**config.mk**
```make
export PLATFORM = sky130hd
export DESIGN_NAME = dual_chain_irq_ctrl
export DESIGN_NICKNAME = d
export VERILOG_FILES = /design/src/rtl/irq_pkg.sv /design/src/rtl/irq_src_flags.sv /design/src/rtl/irq_ext_edge.sv /design/src/rtl/irq_chain_arb.sv /design/src/rtl/dual_chain_irq_ctrl.sv
export SDC_FILE = /design/constraint.sdc
export NUM_CORES = 1
export LEC_CHECK = 0
export BUFFER_PORTS_ARGS = -buffer_cell sky130_fd_sc_hd__clkbuf_2
export CAP_MARGIN = 20
export CORE_UTILIZATION = 48
export CTS_CLUSTER_SIZE = 8
export DETAILED_ROUTE_END_ITERATION = 8
export HOLD_SLACK_MARGIN = 0.1
export PLACE_DENSITY = 0.74
export SYNTH_ARGS = -nofsm -noshare
export SYNTH_HDL_FRONTEND = slang
export SYNTH_HIERARCHICAL = 1
export SYNTH_SLANG_ARGS = --single-unit
```
**constraint.sdc**
```tcl
create_clock -name clk -period 1.8 [get_ports clk]
set_input_delay 0.36 -clock clk [delete_from_list [all_inputs] [get_ports clk]]
set_output_delay 0.36 -clock clk [all_outputs]
set_load 0.05 [all_outputs]
```
**src/rtl/irq_pkg.sv**
```systemverilog
package irq_pkg;
    localparam int NUM_SRC = 8;
    localparam int NUM_SYS = 5;
    localparam int VEC_W   = $clog2(NUM_SYS);
    localparam int DATA_W  = 8;
    localparam int EXT_SRC = 4;
    localparam int EXT_SYS = 2;

    typedef enum logic [1:0] {
        LVL_LOW  = 2'd0,
        LVL_HIGH = 2'd1,
        LVL_NMI  = 2'd2
    } lvl_e;

    // Source membership of each system interrupt
    function automatic logic [NUM_SRC-1:0] sys_src_mask(input int sys);
        case (sys)
            0:       return 8'h07;
            1:       return 8'h08;
            2:       return 8'h10;
            3:       return 8'h60;
            4:       return 8'h80;
            default: return '0;
        endcase
    endfunction
endpackage

```
**src/rtl/irq_src_flags.sv**
```systemverilog
module irq_src_flags #(
    parameter int N = 8
) (
    input  logic         clk,
    input  logic         rst_n,
    input  logic [N-1:0] set_i,
    input  logic         clr_we,
    input  logic [N-1:0] clr_mask,
    output logic [N-1:0] flags_o
);
    logic [N-1:0] clr_eff;
    assign clr_eff = clr_we ? clr_mask : '0;

    always_ff @(posedge clk) begin
        if (!rst_n) flags_o <= '0;
        else        flags_o <= (flags_o & ~clr_eff) | set_i;
    end

    // a set event always lands, even against a clear
    assert_set_wins_R3: assert property (@(posedge clk) disable iff (!rst_n)
        (set_i != '0) |=> ((flags_o & $past(set_i)) == $past(set_i)));
endmodule

```
**src/rtl/irq_ext_edge.sv**
```systemverilog
module irq_ext_edge #(
    parameter int SYNC_STAGES = 2
) (
    input  logic clk,
    input  logic rst_n,
    input  logic pin_i,
    input  logic rise_sel,
    output logic edge_o
);
    logic [SYNC_STAGES-1:0] sync_q;
    logic                   prev_q;

    always_ff @(posedge clk) begin
        if (!rst_n) begin
            sync_q <= '0;
            prev_q <= 1'b0;
        end else begin
            sync_q <= {sync_q[SYNC_STAGES-2:0], pin_i};
            prev_q <= sync_q[SYNC_STAGES-1];
        end
    end

    logic cur;
    assign cur    = sync_q[SYNC_STAGES-1];
    assign edge_o = rise_sel ? (cur & ~prev_q) : (~cur & prev_q);

    // an edge pulse never lasts two cycles
    assert_edge_single_R9: assert property (@(posedge clk) disable iff (!rst_n)
        edge_o |=> !edge_o || $changed(rise_sel));
endmodule

```
**src/rtl/irq_chain_arb.sv**
```systemverilog
module irq_chain_arb
    import irq_pkg::*;
(
    input  logic [NUM_SYS-1:0] sys_req,
    input  logic [NUM_SYS-1:0] prio_hi,
    input  logic               gie_hi,
    input  logic               gie_lo,
    input  logic               nmi_req,
    output logic               win_any,
    output logic [VEC_W-1:0]   win_vec,
    output lvl_e               win_lvl,
    output logic               hi_any
);
    logic [NUM_SYS-1:0] hi_req, lo_req;
    logic [VEC_W-1:0]   hi_idx, lo_idx;

    assign hi_req = sys_req & prio_hi & {NUM_SYS{gie_hi}};
    assign lo_req = sys_req & ~prio_hi & {NUM_SYS{gie_lo}};
    assign hi_any = |hi_req;

    always_comb begin
        hi_idx = '0;
        lo_idx = '0;
        for (int i = NUM_SYS - 1; i >= 0; i--) begin
            if (hi_req[i]) hi_idx = VEC_W'(i);
            if (lo_req[i]) lo_idx = VEC_W'(i);
        end
    end

    always_comb begin
        win_any = 1'b1;
        win_vec = '0;
        win_lvl = LVL_LOW;
        if (nmi_req) begin
            win_vec = VEC_W'(EXT_SYS);
            win_lvl = LVL_NMI;
        end else if (hi_any) begin
            win_vec = hi_idx;
            win_lvl = LVL_HIGH;
        end else if (|lo_req) begin
            win_vec = lo_idx;
        end else begin
            win_any = 1'b0;
        end
    end
endmodule

```
**src/rtl/dual_chain_irq_ctrl.sv**
```systemverilog
module dual_chain_irq_ctrl
    import irq_pkg::*;
#(
    parameter int SYNC_STAGES = 2
) (
    input  logic               clk,
    input  logic               rst_n,
    input  logic [NUM_SRC-1:0] req_pulse,
    input  logic               ext_pin,
    input  logic               reg_we,
    input  logic [1:0]         reg_addr,
    input  logic [DATA_W-1:0]  reg_wdata,
    output logic [DATA_W-1:0]  reg_rdata,
    input  logic               instr_done,
    output logic               ack_valid,
    output logic [VEC_W-1:0]   ack_vector,
    output logic [1:0]         ack_level
);
    typedef enum logic {ST_RUN = 1'b0, ST_GRANT = 1'b1} state_e;

    logic [NUM_SRC-1:0] en_q;
    logic [NUM_SYS-1:0] prio_q;
    logic               pol_q, nmi_q, ghi_q, glo_q;

    always_ff @(posedge clk) begin
        if (!rst_n) begin
            en_q   <= '0;
            prio_q <= '0;
            pol_q  <= 1'b0;
            nmi_q  <= 1'b0;
            ghi_q  <= 1'b0;
            glo_q  <= 1'b0;
        end else if (reg_we) begin
            unique case (reg_addr)
                2'd0: en_q   <= reg_wdata[NUM_SRC-1:0];
                2'd2: prio_q <= reg_wdata[NUM_SYS-1:0];
                2'd3: {glo_q, ghi_q, nmi_q, pol_q} <= reg_wdata[3:0];
                default: ;
            endcase
        end
    end

    logic               ext_edge;
    logic [NUM_SRC-1:0] set_vec, flags;

    irq_ext_edge #(.SYNC_STAGES(SYNC_STAGES)) u_edge (
        .clk(clk), .rst_n(rst_n), .pin_i(ext_pin), .rise_sel(pol_q), .edge_o(ext_edge)
    );

    always_comb begin
        set_vec          = req_pulse;
        set_vec[EXT_SRC] = ext_edge;
    end

    irq_src_flags #(.N(NUM_SRC)) u_flags (
        .clk(clk), .rst_n(rst_n), .set_i(set_vec),
        .clr_we(reg_we && reg_addr == 2'd1), .clr_mask(reg_wdata[NUM_SRC-1:0]),
        .flags_o(flags)
    );

    always_comb begin
        unique case (reg_addr)
            2'd0: reg_rdata = DATA_W'(en_q);
            2'd1: reg_rdata = DATA_W'(flags);
            2'd2: reg_rdata = DATA_W'(prio_q);
            default: reg_rdata = DATA_W'({glo_q, ghi_q, nmi_q, pol_q});
        endcase
    end

    // System request formation
    logic [NUM_SRC-1:0] live;
    logic [NUM_SYS-1:0] sys_req;
    logic               nmi_req;
    assign live    = flags & en_q;
    assign nmi_req = nmi_q & flags[EXT_SRC];

    for (genvar g = 0; g < NUM_SYS; g++) begin : g_sys
        if (g == EXT_SYS) begin : g_ext
            assign sys_req[g] = ~nmi_q & (|(live & sys_src_mask(g)));
        end else begin : g_norm
            assign sys_req[g] = |(live & sys_src_mask(g));
        end
    end

    logic             win_any, hi_any;
    logic [VEC_W-1:0] win_vec;
    lvl_e             win_lvl;

    irq_chain_arb u_arb (
        .sys_req(sys_req), .prio_hi(prio_q), .gie_hi(ghi_q), .gie_lo(glo_q),
        .nmi_req(nmi_req), .win_any(win_any), .win_vec(win_vec),
        .win_lvl(win_lvl), .hi_any(hi_any)
    );

    // Control FSM
    state_e           state_q, state_d;
    logic [VEC_W-1:0] vec_q;
    lvl_e             lvl_q;

    always_comb begin
        state_d = state_q;
        unique case (state_q)
            ST_RUN:   if (instr_done && win_any) state_d = ST_GRANT;
            ST_GRANT: state_d = ST_RUN;
        endcase
    end

    always_ff @(posedge clk) begin
        if (!rst_n) state_q <= ST_RUN;
        else        state_q <= state_d;
    end

    always_ff @(posedge clk) begin
        if (!rst_n) begin
            vec_q <= '0;
            lvl_q <= LVL_LOW;
        end else if (state_q == ST_RUN && state_d == ST_GRANT) begin
            vec_q <= win_vec;
            lvl_q <= win_lvl;
        end
    end

    always_comb begin
        ack_valid  = (state_q == ST_GRANT);
        ack_vector = ack_valid ? vec_q : '0;
        ack_level  = ack_valid ? lvl_q : LVL_LOW;
    end

    assert_valid_single_R8: assert property (@(posedge clk) disable iff (!rst_n)
        ack_valid |=> !ack_valid);
    assert_grant_on_boundary_R8: assert property (@(posedge clk) disable iff (!rst_n)
        $rose(ack_valid) |-> $past(instr_done));
    assert_nmi_vector_R10: assert property (@(posedge clk) disable iff (!rst_n)
        (ack_valid && ack_level == LVL_NMI) |-> ack_vector == VEC_W'(EXT_SYS));
    assert_high_beats_low_R5: assert property (@(posedge clk) disable iff (!rst_n)
        $rose(ack_valid) && ack_level == LVL_LOW |-> !$past(hi_any) && !$past(nmi_req));
endmodule

```
==> impl_metrics.xml, run 1 <==
<?xml version="1.0" encoding="UTF-8"?>
<metrics>
  <group name="setup_path">
    <metric name="crit_fanout" unit="">6</metric>
    <metric name="crit_buf_inv" unit="">1</metric>
    <metric name="setup.worst_path.start_class" unit="">flop</metric>
    <metric name="critical_path.top_delay_family" unit="">compound AO/OA/AOI/OAI gates</metric>
    <metric name="critical_path.reg2reg.endpoint" unit="">ack_valid</metric>
    <metric name="cp_cell_sequence" unit="">a222oi_1 &gt; inv_1 &gt; a22o_1 &gt; o21ai_2 &gt; nand2_1 &gt; a211o_1 &gt; and3b_2 &gt; and2_4</metric>
    <metric name="timing.critical_path.arrival" unit="ps">2150</metric>
    <metric name="critical_path_class" unit="">flop to flop</metric>
    <metric name="worstPathRequired" unit="ps">1990</metric>
    <metric name="setup.worst_path.end_class" unit="">flop</metric>
    <metric name="cp_slowest_stage_delay" unit="ps">370</metric>
    <metric name="timing.critical_path.slowest_stage_cell" unit="">a222oi_1</metric>
    <metric name="timing.reg2reg.worst_path_depth" unit="">8</metric>
    <metric name="reg2reg_from" unit="">u_flags/flags_o[0]</metric>
    <metric name="rrSetupSlack" unit="ps">-170</metric>
  </group>
  <group name="grt">
    <metric name="initial_antenna_violation_count" unit="">0</metric>
    <metric name="grt_usage" unit="%">21.67</metric>
    <metric name="first_global_vias" unit="">1496</metric>
    <metric name="gr-total-overflow" unit="">0</metric>
    <metric name="pin_count_of_the_biggest_net_entering_global_routing" unit="">48</metric>
    <metric name="grt_pass1_wl" unit="µm">6637</metric>
  </group>
  <group name="pwr">
    <metric name="combinationalPowerShare" unit="%">14.6</metric>
    <metric name="p_sw" unit="W">0.0004127</metric>
    <metric name="cell_internal_pwr" unit="W">0.001142</metric>
    <metric name="swShare" unit="%">26.54</metric>
    <metric name="cellPowerDensity" unit="nW/µm²">707.4</metric>
    <metric name="seq_power_share" unit="%">51.7</metric>
    <metric name="vdd_ir_drop_max" unit="µV">526.7</metric>
    <metric name="leakagePower" unit="nW">1.001</metric>
    <metric name="power_frac_clock" unit="%">33.8</metric>
  </group>
  <group name="timing">
    <metric name="rsz0062_at_grt" unit="">yes</metric>
    <metric name="skew" unit="ps">4.809</metric>
    <metric name="timing.final.crit_share" unit="%">109.4</metric>
    <metric name="final-hold-violation-count" unit="">0</metric>
    <metric name="shortest_clock_period_the_worst_path_allows_after_layout" unit="ps">1968</metric>
    <metric name="slew_headroom" unit="%">76.90</metric>
    <metric name="final-max-slew-violation-count" unit="">0</metric>
    <metric name="final-setup-viol-count" unit="">6</metric>
    <metric name="timing.final.ws_setup" unit="ps">-168.4</metric>
    <metric name="max_clock_freq" unit="MHz">508.0</metric>
    <metric name="worst_pin_slew" unit="ps">346.4</metric>
  </group>
  <group name="die">
    <metric name="core_region_area" unit="µm²">3442</metric>
    <metric name="starting_utilization_of_the_core_area" unit="%">51.36</metric>
    <metric name="die_x" unit="µm">62.69</metric>
    <metric name="num_rows" unit="">21</metric>
    <metric name="die-area" unit="µm²">3930</metric>
    <metric name="dieHeight" unit="µm">62.69</metric>
    <metric name="num_io_pins" unit="">37</metric>
  </group>
  <group name="cts">
    <metric name="clock-root-buffer" unit="">clkbuf_8</metric>
    <metric name="cts_tree" unit="">built</metric>
    <metric name="clk_path_buf_depth" unit="">2</metric>
    <metric name="clk_transition_reported_paths" unit="ps">70</metric>
    <metric name="cts_hold_buffers" unit="">0</metric>
    <metric name="clock_sinks" unit="">34</metric>
    <metric name="clock_latency_on_the_worst_skew_pair" unit="ps">280</metric>
    <metric name="numCtsBuffers" unit="">5</metric>
    <metric name="htree_levels" unit="">2</metric>
  </group>
  <group name="run">
    <metric name="cap_viol_max_count" unit="">0</metric>
  </group>
  <group name="place">
    <metric name="place.detailed.hpwl" unit="µm">2801</metric>
    <metric name="place_congestion" unit="">0.8323</metric>
    <metric name="numPlacedInstances" unit="">286</metric>
    <metric name="placed_cell_area" unit="µm²">2103</metric>
    <metric name="port_buffers" unit="">35</metric>
  </group>
  <group name="final_layout">
    <metric name="antennaDiodeCount" unit="">0</metric>
    <metric name="final.fill_count" unit="">295</metric>
    <metric name="finalInstanceArea" unit="µm²">2198</metric>
    <metric name="layout_common_cells" unit="">nand2_1 (41), dfxtp_1 (33), clkbuf_2 (30)</metric>
    <metric name="final_common_cell" unit="">nand2_1</metric>
    <metric name="final_cells" unit="">293</metric>
    <metric name="post_route_cells_drive_above_1_share" unit="%">30.36</metric>
    <metric name="area.growth.synth_to_final" unit="%">24.35</metric>
    <metric name="fin_util" unit="%">63.87</metric>
    <metric name="final_nets" unit="">270</metric>
  </group>
  <group name="yosys">
    <metric name="mappedNetlistNets" unit="">218</metric>
    <metric name="synth-edff-count" unit="">0</metric>
    <metric name="post_synthesis_area_per_instance" unit="µm²">9.066</metric>
    <metric name="synth-seq-cells" unit="">34</metric>
    <metric name="top_area_cells_in_the_synthesized_netlist" unit="">dfxtp_1 (38%), mux2i_1 (15%), nand2_1 (8.7%)</metric>
    <metric name="seq_area_frac_synth" unit="%">38.50</metric>
    <metric name="netlist_area" unit="µm²">1768</metric>
    <metric name="synthArstFlopShare" unit="%">0</metric>
    <metric name="netlist_instances" unit="">195</metric>
    <metric name="synth_warnings" unit="">6</metric>
    <metric name="synthDominantAreaCellType" unit="">dfxtp_1</metric>
    <metric name="synth_cell_type_count" unit="">38</metric>
    <metric name="synthFlopType" unit="">dfxtp_1</metric>
    <metric name="synth_largest_type_area_fraction" unit="%">38.50</metric>
  </group>
  <group name="hold_path">
    <metric name="worst_hold_path_type" unit="">input port to flop</metric>
    <metric name="hp-start" unit="">ext_pin</metric>
    <metric name="hold-path-endpoint" unit="">u_edge/sync_q[0]</metric>
    <metric name="hold_path_depth" unit="">2</metric>
  </group>
  <group name="route">
    <metric name="vias" unit="">1537</metric>
    <metric name="final_antenna_net_count" unit="">0</metric>
    <metric name="drt_pre_antenna_iters" unit="">4</metric>
    <metric name="routedWlPerCell" unit="µm">12.76</metric>
    <metric name="via_density" unit="">5.246</metric>
    <metric name="remaining_drc_errors" unit="">0</metric>
    <metric name="drt_iter0_drc" unit="">56</metric>
    <metric name="route.final.wire_length" unit="µm">3738</metric>
  </group>
  <group name="status">
    <metric name="outcome" unit="">complete, but fails checks</metric>
    <metric name="violations" unit="">negative setup slack</metric>
  </group>
</metrics>
logic make-up after synthesis:
logic type / synth area share (%)
muxes: 20.24
DFF: 38.50
AOI/OAI and AO/OA: 13.16
and+or+nand+nor: 21.44
buffers and inverters: 6.652
worst max path at each step:
stage                                   from        end  slack (ps)  cells past startpoint
after CTS                 u_flags/flags_o[0]  ack_valid        -170                      8
after global placement               en_q[0]  ack_valid        -190                      8
after floorplan                      en_q[0]  ack_valid         -80                      9
after detailed placement             en_q[0]  ack_valid        -200                      8
after global routing      u_flags/flags_o[0]  ack_valid        -240                      8
final                     u_flags/flags_o[0]  ack_valid        -170                      8
power groups by stage:
stage | logic [W] | clock network, W | registers (W)
final | 0.000227 | 0.000525 | 0.000803
after global routing | 0.000247 | 0.000578 | 0.000807
after CTS | 0.000227 | 0.000540 | 0.000803
after floorplan | 0.000138 | 0 | 0.000815
after global placement | 0.000217 | 0 | 0.000818
after detailed placement | 0.000221 | 0 | 0.000820
synth_stat cells, types with 2 or more instances:
| library cell | count |
|---|---|
| a31oi_1 | 9 |
| nand2_1 | 41 |
| mux2i_1 | 26 |
| and2_1 | 11 |
| o21ai_0 | 9 |
| nand2b_1 | 2 |
| clkbuf_1 | 3 |
| buf_6 | 2 |
| dfxtp_1 | 34 |
| and3b_1 | 3 |
| inv_1 | 13 |
| mux4_2 | 2 |
| a21oi_1 | 3 |
| nand3b_1 | 4 |
| buf_4 | 2 |
| nand3_1 | 2 |
| nor2_1 | 4 |
| a22o_1 | 2 |
| buf_2 | 3 |
| mux4_1 | 2 |
sequential cells by signal (all words and copies together), names as in the netlist:
signal,count
lvl_q,2
u_edge/sync_q,2
ack_valid,1
prio_q,5
glo_q,1
vec_q,3
u_edge/prev_q,1
ghi_q,1
u_flags/flags_o,8
pol_q,1
nmi_q,1
en_q,8
metrics by stage:
stage,TNS [ps],power [W],worst slack [ps],hold WS [ps]
floorplan,-281.1,0.0009528,-75.96,411.8
detailed placement,-1001,0.001041,-204.9,429.7
global placement,-1035,0.001036,-189.6,413.4
CTS,-786.2,0.001569,-169.2,266.3
global route,-1340,0.001632,-244.5,271.3
finish,-861.6,0.001555,-168.4,270.3
area by class of cell:
| class | count | area (µm²) | share of cell area [%] |
|---|---|---|---|
| tap | 46 | 57.56 | 2.618 |
| timing repair buffer | 56 | 361.6 | 16.45 |
| inverter | 13 | 48.80 | 2.220 |
| multi-input combinational | 137 | 969.7 | 44.11 |
| sequential | 34 | 681.9 | 31.02 |
| clock buffer | 5 | 68.82 | 3.130 |
| clock inverter | 2 | 10.01 | 0.4553 |
metal layers:
layer  track usage [%]  up-vias  part of all wire [%]  wire length, µm
li1                  -      783                     -                -
met1             27.09      702                    49             1815
met2             34.92       48                    45             1698
met3             7.482        4                   5.3              198
met4             6.686        0                  0.67               25
met5                 0        -                     0                0
what timing repair did:
item / CTS / global route
endpoints found under the setup margin: 10 / 9
hold endpoints to repair: 0 / 0
buffers inserted: 0 / 0
pin swaps: 2 / 0
resized for setup: 7 / 5
Power figures use the tool's default switching activity.
==> run 2, diff against run 1 <==
- BUFFER_PORTS_ARGS: -buffer_cell sky130_fd_sc_hd__clkbuf_2 -> -buffer_cell sky130_fd_sc_hd__buf_2
==> run 2 against run 1 <==
  * The run still ends with negative setup slack left
  * Clock skew about the same
  * Count of clock-buffer cells in the layout grew 1
  * Final area grew 1.9%
  * Combinational power up 2%
  * First-iteration DRC count rose by 7.1%
  * Routed wire length rose by 5.2%
  * Sequential power about the same
  * Power rose by 4.8%
  * Non-clock buffer count increased by 2
==> impl_metrics.xml, run 2 (synthesis results as in run 1) <==
<?xml version="1.0" encoding="UTF-8"?>
<metrics>
  <group name="grt">
    <metric name="initial_antenna_violation_count" unit="">0</metric>
    <metric name="globalRoute.busiestLayer" unit="">met2</metric>
    <metric name="grt.met2_usage" unit="%">36.55</metric>
    <metric name="groute.layer.met1.usage" unit="%">26.60</metric>
    <metric name="gr-total-overflow" unit="">0</metric>
    <metric name="first_global_vias" unit="">1529</metric>
    <metric name="pin_count_of_the_biggest_net_entering_global_routing" unit="">48</metric>
    <metric name="gr-usage-met3" unit="%">7.299</metric>
    <metric name="grt_usage" unit="%">22.71</metric>
    <metric name="grt_pass1_wl" unit="µm">6844</metric>
  </group>
  <group name="setup_path">
    <metric name="timing.reg2reg.worst_path_depth" unit="">8</metric>
    <metric name="setup.worst_path.start_class" unit="">flop</metric>
    <metric name="cp_startpoint" unit="">u_flags/flags_o[0]</metric>
    <metric name="timing.critical_path.arrival" unit="ps">2180</metric>
    <metric name="worstSetupPathDepth" unit="">8</metric>
    <metric name="crit_fanout" unit="">6</metric>
    <metric name="rrSetupSlack" unit="ps">-190</metric>
    <metric name="critical_path_class" unit="">flop to flop</metric>
    <metric name="setup.worst_path.end_class" unit="">flop</metric>
    <metric name="cp_slowest_stage_delay" unit="ps">380</metric>
    <metric name="critical_path.top_delay_family" unit="">compound AO/OA/AOI/OAI gates</metric>
    <metric name="worstPathRequired" unit="ps">1990</metric>
    <metric name="reg2reg_from" unit="">u_flags/flags_o[0]</metric>
    <metric name="crit_path_end" unit="">ack_valid</metric>
    <metric name="timing.critical_path.slowest_stage_cell" unit="">a222oi_1</metric>
    <metric name="critical_path.reg2reg.endpoint" unit="">ack_valid</metric>
    <metric name="crit_buf_inv" unit="">1</metric>
    <metric name="cp_cell_sequence" unit="">a222oi_1 &gt; inv_1 &gt; a22o_1 &gt; o21ai_2 &gt; nand2_1 &gt; a211o_1 &gt; and3b_2 &gt; and2_1</metric>
  </group>
  <group name="route">
    <metric name="final_antenna_net_count" unit="">0</metric>
    <metric name="vias" unit="">1585</metric>
    <metric name="drt_iter0_drc" unit="">60</metric>
    <metric name="route.final.wire_length" unit="µm">3933</metric>
    <metric name="routedWlPerCell" unit="µm">13.29</metric>
    <metric name="drt_pre_antenna_iters" unit="">4</metric>
    <metric name="remaining_drc_errors" unit="">0</metric>
    <metric name="via_density" unit="">5.355</metric>
  </group>
  <group name="die">
    <metric name="die-area" unit="µm²">3930</metric>
    <metric name="num_rows" unit="">21</metric>
    <metric name="die_x" unit="µm">62.69</metric>
    <metric name="num_io_pins" unit="">37</metric>
    <metric name="core_region_area" unit="µm²">3442</metric>
    <metric name="dieHeight" unit="µm">62.69</metric>
    <metric name="starting_utilization_of_the_core_area" unit="%">51.36</metric>
  </group>
  <group name="cts">
    <metric name="cts_tree" unit="">built</metric>
    <metric name="clock_latency_on_the_worst_skew_pair" unit="ps">290</metric>
    <metric name="cts_hold_buffers" unit="">0</metric>
    <metric name="clock-root-buffer" unit="">clkbuf_8</metric>
    <metric name="numCtsBuffers" unit="">5</metric>
    <metric name="clk_path_buf_depth" unit="">2</metric>
    <metric name="htree_levels" unit="">2</metric>
    <metric name="clock_sinks" unit="">34</metric>
    <metric name="clk_transition_reported_paths" unit="ps">70</metric>
  </group>
  <group name="timing">
    <metric name="shortest_clock_period_the_worst_path_allows_after_layout" unit="ps">1989</metric>
    <metric name="slew_headroom" unit="%">76.76</metric>
    <metric name="rsz0062_at_grt" unit="">yes</metric>
    <metric name="worst_pin_slew" unit="ps">348.6</metric>
    <metric name="skew" unit="ps">4.694</metric>
    <metric name="timing.final.ws_setup" unit="ps">-188.6</metric>
    <metric name="final-max-slew-violation-count" unit="">0</metric>
    <metric name="final-hold-violation-count" unit="">0</metric>
    <metric name="final-setup-viol-count" unit="">6</metric>
    <metric name="timing.final.crit_share" unit="%">110.5</metric>
    <metric name="max_clock_freq" unit="MHz">502.9</metric>
  </group>
  <group name="final_layout">
    <metric name="antennaDiodeCount" unit="">0</metric>
    <metric name="layout_common_cells" unit="">nand2_1 (41), dfxtp_1 (31), buf_2 (31)</metric>
    <metric name="final_nets" unit="">272</metric>
    <metric name="finalInstanceArea" unit="µm²">2241</metric>
    <metric name="reg_top3" unit="">en_q: 8 flops, u_flags/flags_o: 8 flops, prio_q: 5 flops</metric>
    <metric name="final.fill_count" unit="">293</metric>
    <metric name="fin_util" unit="%">65.10</metric>
    <metric name="final_common_cell" unit="">nand2_1</metric>
    <metric name="post_route_cells_drive_above_1_share" unit="%">32.00</metric>
    <metric name="area.growth.synth_to_final" unit="%">26.75</metric>
  </group>
  <group name="place">
    <metric name="place.detailed.hpwl" unit="µm">2904</metric>
    <metric name="placed_cell_area" unit="µm²">2111</metric>
    <metric name="port_buffers" unit="">35</metric>
    <metric name="place_congestion" unit="">0.7989</metric>
  </group>
  <group name="run">
    <metric name="cap_viol_max_count" unit="">0</metric>
  </group>
  <group name="pwr">
    <metric name="leakagePower" unit="nW">1.021</metric>
    <metric name="cellPowerDensity" unit="nW/µm²">727.5</metric>
    <metric name="vdd_ir_drop_max" unit="µV">624.3</metric>
  </group>
  <group name="hold_path">
    <metric name="worst_hold_path_type" unit="">input port to flop</metric>
  </group>
  <group name="status">
    <metric name="outcome" unit="">complete, but fails checks</metric>
    <metric name="violations" unit="">negative setup slack</metric>
  </group>
</metrics>
==> run 2: cell types whose count changed in the layout (fill, tap and decap cells not counted), sizes merged <==
cell and change:
buf +33, clkbuf -30, clkinvlp +1, clkinv -1
==> run 2: power breakdown <==
group          leakage (nW)  internal (W)  switching [W]
Combinational         0.694      0.000105       0.000128
Clock                0.0472      0.000307       0.000286
Sequential            0.279      0.000782      0.0000229
Total                  1.02       0.00119       0.000437
==> run 2: metrics by stage <==
step	setup TNS (ps)	total power, W	hold slack, ps	setup WS (ps)	cells
after floorplan	-281.1	0.0009528	411.8	-75.96	195
after global placement	-1038	0.001037	413.9	-198.2	287
after detailed placement	-1098	0.001044	425.7	-212.9	287
after CTS	-898.3	0.001629	256.7	-182.6	295
after global routing	-1572	0.001697	255.9	-297.5	296
final	-943.7	0.001630	259.2	-188.6	296
==> run 2: worst reg2reg max path: stages, from the launching register on <==
cell and delay [ps]:
dfxtp_1 310, a222oi_1 380, inv_1 110, a22o_1 230
o21ai_2 130, nand2_1 60, a211o_1 220, and3b_2 260
and2_1 180
==> run 2: layout make-up <==
class                           count  area (µm²)  area share, %
Sequential cell                    34       684.4          30.54
Inverter                           13       48.80          2.178
Clock inverter                      2       12.51         0.5583
Clock buffer                        6       82.58          3.685
Timing Repair Buffer               58       381.6          17.03
Multi-Input combinational cell    137       973.4          43.44
Tap cell                           46       57.56          2.568
==> run 2: routing by layer <==
layer | part of all wire (%) | wire length [µm] | up-vias
met5 | 0 | 0 | -
met4 | 2.3 | 92 | 0
met3 | 4.7 | 185 | 11
met2 | 48 | 1887 | 39
met1 | 45 | 1767 | 747
li1 | - | - | 788
==> run 2: what timing repair did <==
item	4_1_cts	5_1_grt
cloned	0	0
resized for setup	3	12
pin swaps	3	0
endpoints found under the setup margin	7	10
buffers inserted	0	1
==> run 2: worst min-delay path by stage <==
stage	start	end	slack, ps	cells past startpoint
detailed placement	u_edge/sync_q[0]	u_edge/sync_q[1]	430	1
floorplan	u_edge/sync_q[0]	u_edge/sync_q[1]	410	1
finish	ext_pin	u_edge/sync_q[0]	260	2
global placement	u_edge/sync_q[0]	u_edge/sync_q[1]	410	1
CTS	ext_pin	u_edge/sync_q[0]	260	2
global route	reg_wdata[0]	u_flags/flags_o[0]	260	2
==> run 3, diff against run 2 <==
- CORE_UTILIZATION: 48 -> 50
- PLACE_DENSITY: 0.74 -> 0.81
- SLEW_MARGIN: not set -> 20
- clock period: 1.8 -> 2.23 ns (I/O delays scaled with it)
==> run 3 against run 2 <==
  * Highest routed layer unchanged
  * Via count fell by 6.8%
  * Critical path type unchanged
  * Utilization shrank 4.2 points
  * Sequential share of layout area increased by 2.7 points
  * The run now ends clean
  * Setup slack better by 310 ps
==> impl_metrics.xml, run 3 (synthesis results as in run 1) <==
<?xml version="1.0" encoding="UTF-8"?>
<metrics>
  <group name="status">
    <metric name="outcome" unit="">completed</metric>
  </group>
  <group name="timing">
    <metric name="shortest_clock_period_the_worst_path_allows_after_layout" unit="ps">2106</metric>
    <metric name="slew_headroom" unit="%">52.74</metric>
    <metric name="final-max-slew-violation-count" unit="">0</metric>
    <metric name="worst_pin_slew" unit="ps">708.9</metric>
    <metric name="max_clock_freq" unit="MHz">474.9</metric>
    <metric name="skew" unit="ps">10.05</metric>
    <metric name="timing.final.crit_share" unit="%">94.43</metric>
    <metric name="final-setup-viol-count" unit="">0</metric>
    <metric name="final-hold-violation-count" unit="">0</metric>
  </group>
  <group name="grt">
    <metric name="grt_usage" unit="%">21.43</metric>
    <metric name="initial_antenna_violation_count" unit="">0</metric>
    <metric name="pin_count_of_the_biggest_net_entering_global_routing" unit="">48</metric>
    <metric name="grt_pass1_wl" unit="µm">5844</metric>
    <metric name="first_global_vias" unit="">1318</metric>
    <metric name="gr-total-overflow" unit="">0</metric>
  </group>
  <group name="final_layout">
    <metric name="layout_common_cells" unit="">nand2_1 (41), buf_2 (35), dfxtp_1 (33)</metric>
    <metric name="final_nets" unit="">254</metric>
    <metric name="finalInstanceArea" unit="µm²">2049</metric>
    <metric name="final_common_cell" unit="">nand2_1</metric>
    <metric name="post_route_cells_drive_above_1_share" unit="%">25.00</metric>
    <metric name="area.growth.synth_to_final" unit="%">15.92</metric>
    <metric name="reg_top3" unit="">en_q: 8 flops, u_flags/flags_o: 8 flops, prio_q: 5 flops</metric>
    <metric name="antennaDiodeCount" unit="">0</metric>
  </group>
  <group name="setup_path">
    <metric name="critical_path_class" unit="">flop to flop</metric>
    <metric name="timing.critical_path.arrival" unit="ps">2330</metric>
    <metric name="worstPathRequired" unit="ps">2460</metric>
    <metric name="crit_fanout" unit="">6</metric>
    <metric name="setup.worst_path.end_class" unit="">flop</metric>
    <metric name="setup.worst_path.start_class" unit="">flop</metric>
  </group>
  <group name="place">
    <metric name="place_congestion" unit="">0.8730</metric>
    <metric name="port_buffers" unit="">35</metric>
    <metric name="placed_cell_area" unit="µm²">1954</metric>
    <metric name="place.detailed.hpwl" unit="µm">2544</metric>
  </group>
  <group name="route">
    <metric name="routedWlPerCell" unit="µm">12.58</metric>
    <metric name="final_antenna_net_count" unit="">0</metric>
    <metric name="via_density" unit="">5.317</metric>
    <metric name="route.final.wire_length" unit="µm">3496</metric>
    <metric name="drt_pre_antenna_iters" unit="">4</metric>
    <metric name="remaining_drc_errors" unit="">0</metric>
    <metric name="vias" unit="">1478</metric>
    <metric name="drt_iter0_drc" unit="">36</metric>
  </group>
  <group name="cts">
    <metric name="clock-root-buffer" unit="">clkbuf_4</metric>
    <metric name="numCtsBuffers" unit="">5</metric>
    <metric name="htree_levels" unit="">2</metric>
    <metric name="cts_tree" unit="">built</metric>
    <metric name="clk_transition_reported_paths" unit="ps">110</metric>
    <metric name="clock_sinks" unit="">34</metric>
    <metric name="clock_latency_on_the_worst_skew_pair" unit="ps">330</metric>
    <metric name="clk_path_buf_depth" unit="">2</metric>
  </group>
  <group name="die">
    <metric name="num_io_pins" unit="">37</metric>
    <metric name="die_x" unit="µm">61.47</metric>
    <metric name="die-area" unit="µm²">3778</metric>
    <metric name="dieHeight" unit="µm">61.47</metric>
    <metric name="num_rows" unit="">21</metric>
    <metric name="starting_utilization_of_the_core_area" unit="%">52.57</metric>
    <metric name="core_region_area" unit="µm²">3363</metric>
  </group>
  <group name="pwr">
    <metric name="power.total" unit="W">0.001242</metric>
    <metric name="vdd_ir_drop_max" unit="µV">419.9</metric>
    <metric name="cellPowerDensity" unit="nW/µm²">605.9</metric>
    <metric name="leakagePower" unit="nW">0.9214</metric>
  </group>
  <group name="hold_path">
    <metric name="worst_hold_path_type" unit="">input port to flop</metric>
  </group>
  <group name="run">
    <metric name="cap_viol_max_count" unit="">0</metric>
  </group>
</metrics>
==> run 3: repair_timing <==
action | in CTS | in global routing
setup endpoints to repair | 0 | 6
setup buffers | 0 | 2
hold buffers | 0 | 0
gates resized for setup | 0 | 2
==> run 3: worst max-delay path: stages, from the launching register on <==
cell      delay (ps)
dfxtp_2          340
a222oi_1         370
inv_1            120
a22o_1           230
o21ai_2          150
nand2_1           60
a211o_1          280
and3b_2          280
and2_1           170
==> run 3: layout make-up <==
cell class	count	area, µm²
repair buffers	40	212.7
inverters	13	48.80
fillers	301	1314
well taps	46	57.56
clock buffers	5	37.54
flip-flops and latches	34	681.9
clock inverters	3	40.04
multi-input cells	137	970.9
==> run 3: final timing paths <==
| check | from | slack (ps) | depth (start not counted) | end |
|---|---|---|---|---|
| worst max-delay path | en_q[0] | 120 | 8 | ack_valid |
| worst min-delay path | ext_pin | 310 | 2 | u_edge/sync_q[0] |
| worst max register to register | en_q[0] | 120 | 8 | ack_valid |
| worst min register to register | u_edge/sync_q[0] | 450 | 1 | u_edge/sync_q[1] |
==> run 3: metal layers <==
layer  GRT usage, %  up-vias  wire (µm)
met5              0        -          0
met4          6.984        0         18
met3          6.723        2        145
met2          35.56       44       1682
met1          26.56      679       1650
li1               -      753          -
==> run 3: stage by stage <==
step	utilization (%)	hold slack (ps)	setup WS (ps)	setup TNS [ps]	std cells
2_1_floorplan	-	411.8	10.82	0	195
3_3_place_gp	58.11	414.1	151.2	0	268
3_5_place_dp	58.11	425.7	134.8	0	268
4_1_cts	60.42	285.6	92.43	0	276
5_1_grt	60.94	279.6	-5.344	-5.344	278
6_report	60.94	308.0	124.2	0	278
==> run 3: power by group <==
part | internal [W] | switching, W | total (W)
Clock | 0.000232 | 0.000207 | 0.000439
Sequential | 0.000630 | 0.0000201 | 0.000651
Combinational | 0.0000599 | 0.0000923 | 0.000152
